==> src/rtl/mcs_pkg.sv <==
package mcs_pkg;
  localparam int OPC_W = 6;
  localparam int FN_W  = 6;
  localparam int AOP_W = 3;

  typedef enum logic [3:0] {
    ST_FETCH, ST_DECODE, ST_LADDR, ST_MRD, ST_LDWB, ST_SADDR,
    ST_MWR, ST_REXE, ST_RWB, ST_BEQ, ST_BNE, ST_JMP
  } mcs_state_e;

  typedef enum logic [2:0] {
    CLS_LOAD, CLS_STORE, CLS_RTYPE, CLS_BEQ, CLS_BNE, CLS_JUMP, CLS_NONE
  } mcs_class_e;

  localparam logic [OPC_W-1:0] OPC_LOAD  = 6'h23;
  localparam logic [OPC_W-1:0] OPC_STORE = 6'h2B;
  localparam logic [OPC_W-1:0] OPC_RTYPE = 6'h00;
  localparam logic [OPC_W-1:0] OPC_BEQ   = 6'h04;
  localparam logic [OPC_W-1:0] OPC_BNE   = 6'h05;
  localparam logic [OPC_W-1:0] OPC_JUMP  = 6'h02;

  localparam logic [FN_W-1:0] FN_ADD = 6'h20;
  localparam logic [FN_W-1:0] FN_SUB = 6'h22;
  localparam logic [FN_W-1:0] FN_AND = 6'h24;
  localparam logic [FN_W-1:0] FN_OR  = 6'h25;
  localparam logic [FN_W-1:0] FN_SLT = 6'h2A;

  localparam logic [AOP_W-1:0] AOP_ADD = 3'd0;
  localparam logic [AOP_W-1:0] AOP_SUB = 3'd1;
  localparam logic [AOP_W-1:0] AOP_AND = 3'd2;
  localparam logic [AOP_W-1:0] AOP_OR  = 3'd3;
  localparam logic [AOP_W-1:0] AOP_SLT = 3'd4;

  localparam logic [1:0] BSRC_REG  = 2'd0;
  localparam logic [1:0] BSRC_FOUR = 2'd1;
  localparam logic [1:0] BSRC_IMM  = 2'd2;
  localparam logic [1:0] BSRC_IMMS = 2'd3;

  localparam logic [1:0] PSRC_ALU = 2'd0;
  localparam logic [1:0] PSRC_TGT = 2'd1;
  localparam logic [1:0] PSRC_JMP = 2'd2;

  typedef struct packed {
    logic             mem_rd;
    logic             mem_wr;
    logic             addr_sel;
    logic             ir_ld;
    logic             rf_wr;
    logic             reg_dst;
    logic             wb_sel;
    logic             alu_a_sel;
    logic [1:0]       alu_b_sel;
    logic [AOP_W-1:0] alu_op;
    logic [1:0]       pc_src;
    logic             pc_we;
    logic             retire;
  } mcs_ctl_t;
endpackage

==> src/rtl/mcs_class_dec.sv <==
module mcs_class_dec
  import mcs_pkg::*;
(
  input  logic [OPC_W-1:0] opcode,
  output mcs_class_e       cls
);
  always_comb begin
    case (opcode)
      OPC_LOAD:  cls = CLS_LOAD;
      OPC_STORE: cls = CLS_STORE;
      OPC_RTYPE: cls = CLS_RTYPE;
      OPC_BEQ:   cls = CLS_BEQ;
      OPC_BNE:   cls = CLS_BNE;
      OPC_JUMP:  cls = CLS_JUMP;
      default:   cls = CLS_NONE;
    endcase
  end
endmodule

==> src/rtl/mcs_alu_fn.sv <==
module mcs_alu_fn
  import mcs_pkg::*;
(
  input  logic [FN_W-1:0]  funct,
  output logic [AOP_W-1:0] aop
);
  always_comb begin
    case (funct)
      FN_SUB:  aop = AOP_SUB;
      FN_AND:  aop = AOP_AND;
      FN_OR:   aop = AOP_OR;
      FN_SLT:  aop = AOP_SLT;
      FN_ADD:  aop = AOP_ADD;
      default: aop = AOP_ADD;
    endcase
  end
endmodule

==> src/rtl/mcs_ctl_gen.sv <==
module mcs_ctl_gen
  import mcs_pkg::*;
(
  input  mcs_state_e       state,
  input  logic [AOP_W-1:0] r_aop,
  input  logic             alu_zero,
  output mcs_ctl_t         ctl
);
  always_comb begin
    ctl = '0;
    case (state)
      ST_FETCH: begin
        ctl.mem_rd    = 1'b1;
        ctl.ir_ld     = 1'b1;
        ctl.alu_b_sel = BSRC_FOUR;
        ctl.alu_op    = AOP_ADD;
        ctl.pc_src    = PSRC_ALU;
        ctl.pc_we     = 1'b1;
      end
      ST_DECODE: begin
        ctl.alu_b_sel = BSRC_IMMS;
        ctl.alu_op    = AOP_ADD;
      end
      ST_LADDR, ST_SADDR: begin
        ctl.alu_a_sel = 1'b1;
        ctl.alu_b_sel = BSRC_IMM;
        ctl.alu_op    = AOP_ADD;
      end
      ST_MRD: begin
        ctl.mem_rd   = 1'b1;
        ctl.addr_sel = 1'b1;
      end
      ST_LDWB: begin
        ctl.rf_wr  = 1'b1;
        ctl.wb_sel = 1'b1;
        ctl.retire = 1'b1;
      end
      ST_MWR: begin
        ctl.mem_wr   = 1'b1;
        ctl.addr_sel = 1'b1;
        ctl.retire   = 1'b1;
      end
      ST_REXE: begin
        ctl.alu_a_sel = 1'b1;
        ctl.alu_b_sel = BSRC_REG;
        ctl.alu_op    = r_aop;
      end
      ST_RWB: begin
        ctl.rf_wr   = 1'b1;
        ctl.reg_dst = 1'b1;
        ctl.retire  = 1'b1;
      end
      ST_BEQ, ST_BNE: begin
        ctl.alu_a_sel = 1'b1;
        ctl.alu_b_sel = BSRC_REG;
        ctl.alu_op    = AOP_SUB;
        ctl.pc_src    = PSRC_TGT;
        ctl.pc_we     = (state == ST_BEQ) ? alu_zero : !alu_zero;
        ctl.retire    = 1'b1;
      end
      ST_JMP: begin
        ctl.pc_src = PSRC_JMP;
        ctl.pc_we  = 1'b1;
        ctl.retire = 1'b1;
      end
      default: ctl = '0;
    endcase
  end
endmodule

==> src/rtl/mc_ctrl_seq.sv <==
module mc_ctrl_seq
  import mcs_pkg::*;
(
  input  logic             clk,
  input  logic             rst,
  input  logic [OPC_W-1:0] opcode,
  input  logic [FN_W-1:0]  funct,
  input  logic             alu_zero,
  output logic             mem_rd,
  output logic             mem_wr,
  output logic             addr_sel,
  output logic             ir_ld,
  output logic             rf_wr,
  output logic             reg_dst,
  output logic             wb_sel,
  output logic             alu_a_sel,
  output logic [1:0]       alu_b_sel,
  output logic [AOP_W-1:0] alu_op,
  output logic [1:0]       pc_src,
  output logic             pc_we,
  output logic             retire
);
  mcs_state_e       state_q, state_d;
  mcs_class_e       cls;
  logic [AOP_W-1:0] r_aop;
  mcs_ctl_t         ctl, ctl_o;

  mcs_class_dec u_dec (.opcode(opcode), .cls(cls));
  mcs_alu_fn    u_fn  (.funct(funct), .aop(r_aop));
  mcs_ctl_gen   u_gen (.state(state_q), .r_aop(r_aop), .alu_zero(alu_zero), .ctl(ctl));

  always_comb begin
    state_d = ST_FETCH;
    case (state_q)
      ST_FETCH:  state_d = ST_DECODE;
      ST_DECODE: begin
        case (cls)
          CLS_LOAD:  state_d = ST_LADDR;
          CLS_STORE: state_d = ST_SADDR;
          CLS_RTYPE: state_d = ST_REXE;
          CLS_BEQ:   state_d = ST_BEQ;
          CLS_BNE:   state_d = ST_BNE;
          CLS_JUMP:  state_d = ST_JMP;
          default:   state_d = ST_FETCH;
        endcase
      end
      ST_LADDR:  state_d = ST_MRD;
      ST_MRD:    state_d = ST_LDWB;
      ST_SADDR:  state_d = ST_MWR;
      ST_REXE:   state_d = ST_RWB;
      default:   state_d = ST_FETCH;
    endcase
  end

  always_ff @(posedge clk) begin
    if (rst) state_q <= ST_FETCH;
    else     state_q <= state_d;
  end

  always_comb begin
    ctl_o = rst ? '0 : ctl;
  end

  assign mem_rd    = ctl_o.mem_rd;
  assign mem_wr    = ctl_o.mem_wr;
  assign addr_sel  = ctl_o.addr_sel;
  assign ir_ld     = ctl_o.ir_ld;
  assign rf_wr     = ctl_o.rf_wr;
  assign reg_dst   = ctl_o.reg_dst;
  assign wb_sel    = ctl_o.wb_sel;
  assign alu_a_sel = ctl_o.alu_a_sel;
  assign alu_b_sel = ctl_o.alu_b_sel;
  assign alu_op    = ctl_o.alu_op;
  assign pc_src    = ctl_o.pc_src;
  assign pc_we     = ctl_o.pc_we;
  assign retire    = ctl_o.retire;
endmodule

==> config.mk <==
export PLATFORM = sky130hd
export DESIGN_NAME = mc_ctrl_seq
export DESIGN_NICKNAME = d
export VERILOG_FILES = /design/src/rtl/mcs_pkg.sv /design/src/rtl/mcs_class_dec.sv /design/src/rtl/mcs_alu_fn.sv /design/src/rtl/mcs_ctl_gen.sv /design/src/rtl/mc_ctrl_seq.sv
export SDC_FILE = /design/constraint.sdc
export NUM_CORES = 1
export LEC_CHECK = 0
export BUFFER_PORTS_ARGS = -buffer_cell sky130_fd_sc_hd__buf_2
export CAP_MARGIN = 20
export CELL_PAD_IN_SITES_DETAIL_PLACEMENT = 1
export CELL_PAD_IN_SITES_GLOBAL_PLACEMENT = 1
export CORE_MARGIN = 5
export CORE_UTILIZATION = 31
export CTS_BUF_LIST = sky130_fd_sc_hd__clkbuf_8 sky130_fd_sc_hd__clkbuf_16
export CTS_CLUSTER_DIAMETER = 50
export DETAILED_ROUTE_END_ITERATION = 16
export PLACE_DENSITY_LB_ADDON = 0.1
export SYNTH_ARGS = -nofsm -noshare
export SYNTH_HDL_FRONTEND = slang
export SYNTH_SLANG_ARGS = --single-unit
==> constraint.sdc <==
create_clock -name clk -period 3.6 [get_ports clk]
set_input_delay 1.08 -clock clk [delete_from_list [all_inputs] [get_ports clk]]
set_output_delay 1.08 -clock clk [all_outputs]
set_load 0.005 [all_outputs]
Word-level counts from Yosys, hierarchy flattened
Cells that the tools add are included.
{ "word_totals": {"register_bits": 4, "input_bits": 15, "output_inout_bits": 17, "wordCells": 54} }
{ "op_classes": {"eq_ne": 25, "mux": 17, "n_reduce_logical": 11} }
{ "op_table": {"columns": ["cell", "count"], "rows": [
  ["one-hot mux 4 bit (6 select lines)", 2],
  ["== test 6 bit (second input constant)", 6],
  ["one-hot mux 5 bit (5 select lines)", 1],
  ["one-hot mux 3 bit (6 select lines)", 1],
  ["two-way mux 17 bit", 1],
  ["== test 4 x 3 -> 1 bit (second input constant)", 4],
  ["== test 4 bit (second input constant)", 4],
  ["== test 6 x 3 -> 1 bit (second input constant)", 2],
  ["one-hot mux 3 bit (4 select lines)", 1],
  ["two-way mux 1 bit", 10],
  ["OR reduction 2 bit", 5],
  ["one-hot mux 3 bit (3 select lines)", 1],
  ["== test 4 x 2 -> 1 bit (second input constant)", 2],
  ["== test 3 x 2 -> 1 bit (second input constant)", 2],
  ["== test 3 bit (second input constant)", 2],
  ["== test 6 x 2 -> 1 bit (second input constant)", 1],
  ["zero test 6 bit", 1],
  ["OR reduction 6 bit", 1],
  ["OR reduction 5 bit", 1],
  ["== test 4 x 1 -> 1 bit (second input constant)", 1],
  ["zero test 4 bit", 1],
  ["== test 3 x 1 -> 1 bit (second input constant)", 1],
  ["zero test 3 bit", 1],
  ["zero test 1 bit", 1]
]} }

Depth between registers and ports, before layout
Gate-level depths: netlist (run 1).
{ "logic_depth": {"ltp_word": 5, "depth_mapped": 10, "depth_no_buf": 9} }

Hierarchy
Synthesis (run 1) repeated with hierarchy kept, for this count alone.
{ "unflattened": {"hier_cells": 97, "area_unflattened_um2": 730.7} }
{ "modules_own_cells": {"columns": ["mod", "n_inst", "cells_each", "area_each_um2", "seq_area_each_um2"], "rows": [
  ["mc_ctrl_seq", 1, 42, 350.3, 80.1],
  ["mcs_ctl_gen", 1, 34, 230.2, 0.0],
  ["mcs_class_dec", 1, 14, 91.3, 0.0],
  ["mcs_alu_fn", 1, 7, 58.8, 0.0]
]} }

Worst setup path before layout (run 1)
Ideal clock, no wire load.
{ "synth_timing": {"kind": "input port to output port", "start": "input port rst", "end": "output port alu_op[0]", "t_arrival_ns": 1.954, "required_ns": 2.520, "setup_slack_ns": 0.566, "path_stages": 5, "n_path_buf": 1, "path_cell_list": "clkbuf_1 -> nand3b_1 -> nor4b_2 -> nand2b_1 -> o21bai_1"} }
{ "synth_between": {"elab_chain_cells": 1} }
{ "synth_rtl": {"columns": ["item", "line", "text"], "rows": [
  ["from (decl)", "mc_ctrl_seq.sv:5", "input logic rst,"],
  ["two-way mux 17 bit", "mc_ctrl_seq.sv:61", "ctl_o = rst ? '0 : ctl;"],
  ["to (decl)", "mc_ctrl_seq.sv:18", "output logic [AOP_W-1:0] alu_op,"]
]} }
Every way passes these cells.

Worst setup path after layout (run 1)
Ends and elaborated chain as after synthesis.

==> run metrics, run 1 <==
CTS-repair resized insts 0; Max Cap Viol 0; antenna violations before repair 0; count of final setup violators 0; first-pass GRT wire length 2810 um; Synth Area per Inst 7.09 um2; die height 54.3 um; largest registers state_q (4); CTS buffer count 3; crit-path cells buf_2 > nand3b_1 > nor4b_2 > nand2b_1 > o21bai_1 > buf_2; class of the most critical setup path in2out; n_diodes 0; std cell rows 16; LEAKAGE 0.403 nW; CTS tree done; fraction of layout instances using a drive strength above 1 0.360; routed len/inst 12.5 um; critical-path maximum fanout 10; # IOs 32; skew final 0.00449 ns; XOR/XNOR Fraction of Synth Area 0.0287; Seq/Total Area, Yosys 0.131; family with the most delay on the worst path simple AND/OR/NAND/NOR gates; Tightest Pin Transition just over 0.4 ns; pwr dens 230 nW/um2; Crit. End Element primary output; Pins Over Slew Limit 0; Adder-Cell Fraction of Synth Area 0.0411; Setup Buffers After CTS 0; CTS clock-pin slew for the worst setup and hold paths about 0.03 ns; Critical Path RT approximately 2.5 ns; Vias per Instance a little under 5; Total Neg Setup Slack 0 ns; Net count, final 133; Synth top area share 0.131; CP bufs+invs 2; Die Span X 54.3 um; Peak supply drop roughly 0.26 mV; cells after synthesis 86; critical path arrival between 2 and 2.5 ns; crit-path most repeated cell buf_2; Netlist Area Pre-Place 609 um2; full die area 2950 um2; Fin. Hold Viols 0; antenna-violating nets left 0; Port Buf Inserts 31; max incr delay on CP 0.29 ns; mux share of post-synthesis cell area 0.0349; CP Launch Type input pin; Yosys cell types 39; GRT Residual Overflow 0; Synth Area in Simple Gates 0.458; period utilization 0.896; Synth-to-Final Area Change 32.0%; vias in the first global route 663; Synth area leader dfxtp_1; most flop-heavy register state_q; RSZ-0062 raised after global routing no; warnings from Yosys 0; drt drc 0; Crit-path slowest cell nor4b_2; Max transition margin 0.725; Initial DRC Count 10; post-placement setup slack between 0.3 and 0.4 ns; Initial Utilization 0.317; via count 700; Area contributors post-synth dfxtp_1 13%, nor3_1 6.6%, nor2_1 6.2%; area of the core 1920 um2; commonest non-fill, non-tap cell in the layout buf_2; GRT Overall Usage 0.128; syn nets 103; Final min period about 3.2 ns; Bufs on Longest Clock Path 2; Clock Latency Late Sink 0.22 ns; Hold Slack 0.623 ns; H-tree levels 1; # hold bufs at CTS 0; Routed WL 1760 um; clock sinks 4; Synth Area in Compound Gates 0.218; DP HPWL around 1400 um; FMAX slightly above 300 MHz; Hold Crit Class reg2reg; worst setup margin 0.376 ns; CTS root buf clkbuf_8; most frequent cells in the layout 31 x buf_2, 10 x nor2_1, 8 x nor3_1; largest family of logic cells by synthesized area simple AND/OR/NAND/NOR gates; max reg flops 4; status complete, no violations; largest net degree at the start of global routing 13; Synth Register Bits 4; Placer Congestion 0.742; TritonRoute pass-1 iters 3
==> synth_stat cells <==
cell type,count
nand3b_1,1
o32ai_1,1
inv_1,5
nand2_1,6
nor2_1,10
a22oi_1,2
or3_4,1
mux2_2,1
dfxtp_1,4
ha_1,2
nor4b_2,1
nor2_4,1
a31oi_1,1
or3_1,1
o22ai_1,1
and3_1,1
and4b_1,2
o31a_1,1
a2bb2oi_1,1
clkbuf_1,1
nor3b_2,1
nand3_1,1
and2_1,2
buf_2,4
or2b_4,1
o21bai_1,1
o21a_1,2
buf_6,1
a221oi_1,1
mux2i_1,1
nor3_1,8
nand2b_1,3
nor2b_1,5
o21ai_1,1
nor3_2,1
o21ai_0,1
o2111ai_1,2
xor2_1,2
a21oi_1,4
==> layer usage <==
| layer | vias to the layer above | wire (um) | GRT usage |
|---|---|---|---|
| met3 | 0 | 153 | 0.0409 |
| li1 | 364 | - | - |
| met5 | - | 0 | 0 |
| met2 | 24 | 745 | 0.209 |
| met4 | 0 | 0 | 0.0124 |
| met1 | 312 | 866 | 0.168 |
==> through the flow <==
stage	cells	power (mW)	util	area, um2
2_1_floorplan	86	0.0744	-	609
3_3_place_gp	138	0.0918	0.397	763
3_5_place_dp	138	0.0926	0.397	763
4_1_cts	141	0.189	0.419	805
5_1_grt	141	0.199	0.419	805
6_report	141	0.185	0.419	805
==> logic make-up after synthesis <==
family,count (synthesis)
mux,2
buf+inv,11
xor+xnor,2
flops,4
fa+ha+maj,2
compound gates,19
simple gates,46
==> cell type report <==
| type | instances | area (um2) |
|---|---|---|
| fillers | 269 | 1120 |
| multi-input cells | 71 | 475 |
| repair buffers | 31 | 155 |
| flip-flops and latches | 4 | 80.1 |
| clock buffers | 3 | 41.3 |
| well taps | 27 | 33.8 |
| inverters | 5 | 18.8 |
==> power by group <==
| group | total (mW) | internal [mW] | switching, mW | leakage [nW] |
|---|---|---|---|---|
| clock network | 0.0936 | 0.0712 | 0.0224 | 0.0216 |
| registers | 0.0496 | 0.0458 | 0.00374 | 0.0326 |
| logic | 0.0422 | 0.0202 | 0.0221 | 0.348 |
| total | 0.185 | 0.137 | 0.0482 | 0.403 |
==> worst paths after layout <==
| check | slack (ns) | end | cells past startpoint | startpoint |
|---|---|---|---|---|
| max | 0.38 | alu_op[0] | 6 | rst |
| min | 0.62 | state_q[0]$_SDFF_PP0_ | 1 | state_q[0]$_SDFF_PP0_ |
| max reg2reg | 2.24 | state_q[0]$_SDFF_PP0_ | 4 | state_q[2]$_SDFF_PP0_ |
| min reg2reg | 0.62 | state_q[0]$_SDFF_PP0_ | 1 | state_q[0]$_SDFF_PP0_ |
(Power assumes the default switching activity.)
==> inputs of run 2 (changes only) <==
BUFFER_PORTS_ARGS = -buffer_cell sky130_fd_sc_hd__clkbuf_2   (was -buffer_cell sky130_fd_sc_hd__buf_2)
CORE_UTILIZATION = 29   (was 31)
clock period = 3.06 ns   (was 3.6 ns; I/O delays follow)
==> run metrics, run 2 (synthesis results as in run 1) <==
status complete, no violations; period utilization 0.925; Max transition margin 0.735 (+0.00945); RSZ-0062 raised after global routing no; Critical Path RT 2.14 ns (-0.38 ns); area occupied by multi-input gates 475 um2 (unchanged); Die Span X 55.8 um (+2.8%); Peak supply drop 0.267 mV (+1.4%); CTS tree done; Final Cell Area 812 um2 (+0.93%); # fillers 268 (-0.37%); Total Neg Setup Slack 0 ns (unchanged); Crit. End Element primary output; internal power 162 uW (+18%); # IOs 32 (unchanged); full die area 3120 um2 (+5.6%); Initial Utilization 0.307 (-0.00961); DP HPWL 1510 um (+6.2%); Seq pwr share 0.266 (about the same); Synth-to-Final Area Change 33.3%; TritonRoute pass-1 iters 3 (unchanged); fraction of layout instances using a drive strength above 1 0.365 (+0.00557); n_diodes 0 (unchanged); Hold Crit Class reg2reg; first-pass GRT wire length 3210 um (+14%); routed len/inst 12.6 um (+0.42%); drt drc 0 (unchanged); Routed WL 1780 um (+1.1%); post-placement setup slack 0.206 ns (-0.153 ns); GRT Residual Overflow 0 (unchanged); critical path arrival 1.91 ns (-0.23 ns); antenna violations before repair 0 (unchanged); FMAX 353 MHz; CTS clock-pin slew for the worst setup and hold paths 0.03 ns (about the same); Max Cap Viol 0 (unchanged); Crit-path slowest cell nor4b_2; max reg flops 4 (unchanged); most frequent cells in the layout 31 x clkbuf_2, 10 x nor2_1, 8 x nor3_1; Comb pwr share 0.235 (+0.007); pwr dens 269 nW/um2 (+17%); Sw Ratio 0.258 (-0.00226); LEAKAGE 0.398 nW (-1.1%); largest net degree at the start of global routing 13 (unchanged); worst setup margin 0.229 ns (-0.146 ns); CP bufs+invs 2 (unchanged); die height 55.8 um (+2.8%); commonest non-fill, non-tap cell in the layout clkbuf_2; via count 714 (+2.0%); Final min period 2.83 ns; Bufs on Longest Clock Path 2 (unchanged); Fin. Hold Viols 0 (unchanged); area of the core 1980 um2 (+3.1%); antenna-violating nets left 0 (unchanged); crit-path most repeated cell clkbuf_2; Setup Buffers After CTS 0 (unchanged); Net count, final 134 (+0.75%); Initial DRC Count 8 (-2); Seq. cell area 80.1 um2 (unchanged); GRT Overall Usage 0.123 (-0.00493); non-filler cells, final 142 (+0.71%); Vias per Instance 5.03 (+1.3%); Placer Congestion 0.774 (+4.3%); Pins Over Slew Limit 0 (unchanged); largest registers state_q (4); CP Launch Type input pin; placed cells 139 (+0.72%); max incr delay on CP 0.27 ns (-0.02 ns); H-tree levels 1 (unchanged); class of the most critical setup path in2out; Tightest Pin Transition 0.398 ns (-0.0142 ns); critical-path maximum fanout 3 (-7); count of final setup violators 0 (unchanged); CTS root buf clkbuf_8; Port Buf Inserts 31 (unchanged); skew final 0.000638 ns (-0.00385 ns); family with the most delay on the worst path simple AND/OR/NAND/NOR gates; most flop-heavy register state_q; total power 218 uW (+18%); Clock Latency Late Sink 0.21 ns (about the same); crit-path cells clkbuf_2 > nand3b_1 > nor4b_2 > nand2b_1 > o21bai_1 > clkbuf_2; vias in the first global route 708 (+6.8%); placed cell areas 771 um2 (+0.98%); Sw Pwr 56.3 uW (+17%); std cell rows 16 (unchanged); clock sinks 4 (unchanged); CTS buffer count 3 (unchanged); clock power share 0.499 (-0.006); CTS-repair resized insts 0 (unchanged); # hold bufs at CTS 0 (unchanged)
==> run 2: cell types whose count changed in the layout (fill, tap and decap cells not counted), sizes merged <==
cell	previous run	this run
buf	31	1
clkbuf	3	34
==> run 2: worst paths after layout <==
check / cells after the start / start / slack [ns] / endpoint
worst max-delay path: 6 / rst / 0.23 / alu_op[0]
worst min-delay path: 1 / state_q[0]$_SDFF_PP0_ / 0.60 / state_q[0]$_SDFF_PP0_
worst max register to register: 4 / state_q[2]$_SDFF_PP0_ / 1.70 / state_q[0]$_SDFF_PP0_
worst min register to register: 1 / state_q[0]$_SDFF_PP0_ / 0.60 / state_q[0]$_SDFF_PP0_
==> run 2: stage by stage <==
stage / hold WS (ns) / utilization
after floorplan: 0.552 / -
after global placement: 0.603 / 0.389
after detailed placement: 0.620 / 0.389
after CTS: 0.616 / 0.410
after global routing: 0.645 / 0.410
final: 0.604 / 0.410
==> run 2: power groups by stage <==
stage | clock [mW] | sequential (mW) | combinational, mW
global route | 0.119 | 0.0585 | 0.0580
CTS | 0.112 | 0.0581 | 0.0522
global placement | 0 | 0.0588 | 0.0503
detailed placement | 0 | 0.0589 | 0.0520
finish | 0.109 | 0.0581 | 0.0513
floorplan | 0 | 0.0552 | 0.0324
==> run 2: worst reg2reg max path, stage by stage (launching register included) <==
cell and delay [ns]:
dfxtp_1 0.42, or3_4 0.47, nor2_4 0.10, nand2_1 0.06, o32ai_1 0.23
==> run 2: area by class of cell <==
class                           instances  share of cell area
Sequential cell                         4              0.0986
Multi-Input combinational cell         71               0.586
Inverter                                5              0.0231
Clock buffer                            3              0.0508
Tap cell                               27              0.0416
Timing Repair Buffer                   32               0.200
==> run 2: per-layer routing <==
metal | global-route usage | vias up | wire length, um
met5 | 0 | - | 0
met1 | 0.165 | 321 | 826
met4 | 0.0203 | 0 | 0
li1 | - | 368 | -
met2 | 0.188 | 25 | 811
met3 | 0.0487 | 0 | 145
==> inputs of run 3 (changes only) <==
CORE_MARGIN = 4   (was 5)
PLACE_DENSITY_LB_ADDON = 0.12   (was 0.1)
==> run metrics, run 3 (synthesis results as in run 1) <==
Fin. Hold Viols 0 (unchanged); most frequent cells in the layout 31 x clkbuf_2, 10 x nor2_1, 8 x nor3_1; Synth-to-Final Area Change 35.7%; DP HPWL 1500 um (-0.27%); via count 724 (+1.4%); post-layout util 0.417 (+0.00758); worst setup margin 0.253 ns (+0.0237 ns); Initial Utilization 0.307 (unchanged); Max Cap Viol 0 (unchanged); max reg flops 4 (unchanged); full die area 2900 um2 (-7.0%); vias in the first global route 733 (+3.5%); Bufs on Longest Clock Path 2 (unchanged); pwr dens 270 nW/um2 (+0.43%); RSZ-0062 raised after global routing no; CTS tree done; area occupied by multi-input gates 475 um2 (unchanged); GRT Residual Overflow 0 (unchanged); CTS root buf clkbuf_8; skew final 0.00278 ns (+0.00214 ns); # IOs 32 (unchanged); die height 53.8 um (-3.6%); Net count, final 136 (+1.5%); first-pass GRT wire length 3060 um (-4.5%); critical path arrival 1.89 ns (-0.02 ns); largest net degree at the start of global routing 12 (-1); Peak supply drop 0.0982 mV (-63%); # hold bufs at CTS 0 (unchanged); DRT met1 WL 883 um (+6.9%); largest registers state_q (4); area of the core 1980 um2 (unchanged); Port Buf Inserts 31 (unchanged); drt drc 0 (unchanged); max incr delay on CP 0.28 ns (about the same); CTS clock-pin slew for the worst setup and hold paths 0.03 ns (about the same); Crit. End Element primary output; status complete, no violations; routed len/inst 12.6 um (about the same); n_diodes 0 (unchanged); TritonRoute pass-1 iters 4 (+1); Seq. cell area 80.1 um2 (unchanged); antenna violations before repair 0 (unchanged); commonest non-fill, non-tap cell in the layout clkbuf_2; CTS-repair resized insts 0 (unchanged); class of the most critical setup path in2out; crit-path most repeated cell clkbuf_2; routed wl met3 100 um (-31%); Total Neg Setup Slack 0 ns (unchanged); worst reg2reg path depth 5 (+1); clock sinks 4 (unchanged); GRT Overall Usage 0.143 (+0.0204); Placer Congestion 0.738 (-4.6%); Tightest Pin Transition 0.419 ns (+0.0216 ns); Hold Path Stages 2 (+1); top sig layer met4; # fillers 263 (-1.9%); Crit-path slowest cell nor4b_2; antenna-violating nets left 0 (unchanged); met2 wire len 783 um (-3.5%); placed cell areas 786 um2 (+1.9%); Die Span X 53.8 um (-3.6%); fraction of layout instances using a drive strength above 1 0.376 (+0.0109); Final min period 2.81 ns (-0.0237 ns); Vias per Instance 5.03 (about the same); Final Cell Area 827 um2 (+1.8%); period utilization 0.917 (-0.00775); r2r setup slk 1.68 ns (-0.02 ns); critical-path maximum fanout 3 (unchanged); Routed WL 1810 um (+1.4%); H-tree levels 1 (unchanged); std cell rows 16 (unchanged); LEAKAGE 0.409 nW (+2.6%); count of final setup violators 0 (unchanged); Setup Buffers After CTS 0 (unchanged); CP Launch Type input pin; most flop-heavy register state_q; Clock Latency Late Sink 0.22 ns (about the same); Hold Crit Class reg2reg; crit-path cells clkbuf_2 > nand3b_1 > nor4b_2 > nand2b_1 > o21bai_1 > clkbuf_2; FMAX 356 MHz (+0.84%); post-placement setup slack 0.252 ns (+0.0459 ns); Initial DRC Count 4 (-4); Max transition margin 0.720 (-0.0144); CTS buffer count 3 (unchanged); Hold Slack 0.620 ns (+0.0165 ns); Critical Path RT 2.14 ns (about the same); Pins Over Slew Limit 0 (unchanged)
-- run 3: cell count changes in the layout (fill, tap and decap cells not counted) --
cell | previous run | this run
buf_4 | 1 | 3
-- run 3: per-layer routing --
layer | vias up | track usage
li1 | 372 | -
met1 | 321 | 0.176
met2 | 25 | 0.232
met3 | 6 | 0.0277
met4 | 0 | 0.0766
met5 | - | 0
-- run 3: final timing paths --
path,endpoint,startpoint
worst max-delay path,alu_op[0],rst
worst min-delay path,state_q[0]$_SDFF_PP0_,state_q[0]$_SDFF_PP0_
worst max register to register,state_q[0]$_SDFF_PP0_,state_q[2]$_SDFF_PP0_
worst min register to register,state_q[0]$_SDFF_PP0_,state_q[0]$_SDFF_PP0_
-- run 3: cell type report --
| class | count | share of cell area |
|---|---|---|
| Timing Repair Buffer | 34 | 0.215 |
| Tap cell | 27 | 0.0408 |
| Sequential cell | 4 | 0.0968 |
| Multi-Input combinational cell | 71 | 0.575 |
| Clock buffer | 3 | 0.0499 |
| Inverter | 5 | 0.0227 |
-- run 3: critical path: cells and delay by family --
kind,cells,cell delay [ns]
simple gates,3,0.61
compound gates,1,0.15
buf+inv,2,0.22
-- run 3: report_power, final --
part           leakage (nW)  total [mW]  switching [mW]  internal [mW]
clock network        0.0216       0.112          0.0285         0.0840
registers            0.0326      0.0551         0.00123         0.0539
logic                 0.354      0.0559          0.0300         0.0259
-- run 3: through the flow --
step,power (mW),cells
floorplan,0.0876,86
global placement,0.111,141
detailed placement,0.112,141
CTS,0.226,144
global route,0.236,144
finish,0.223,144
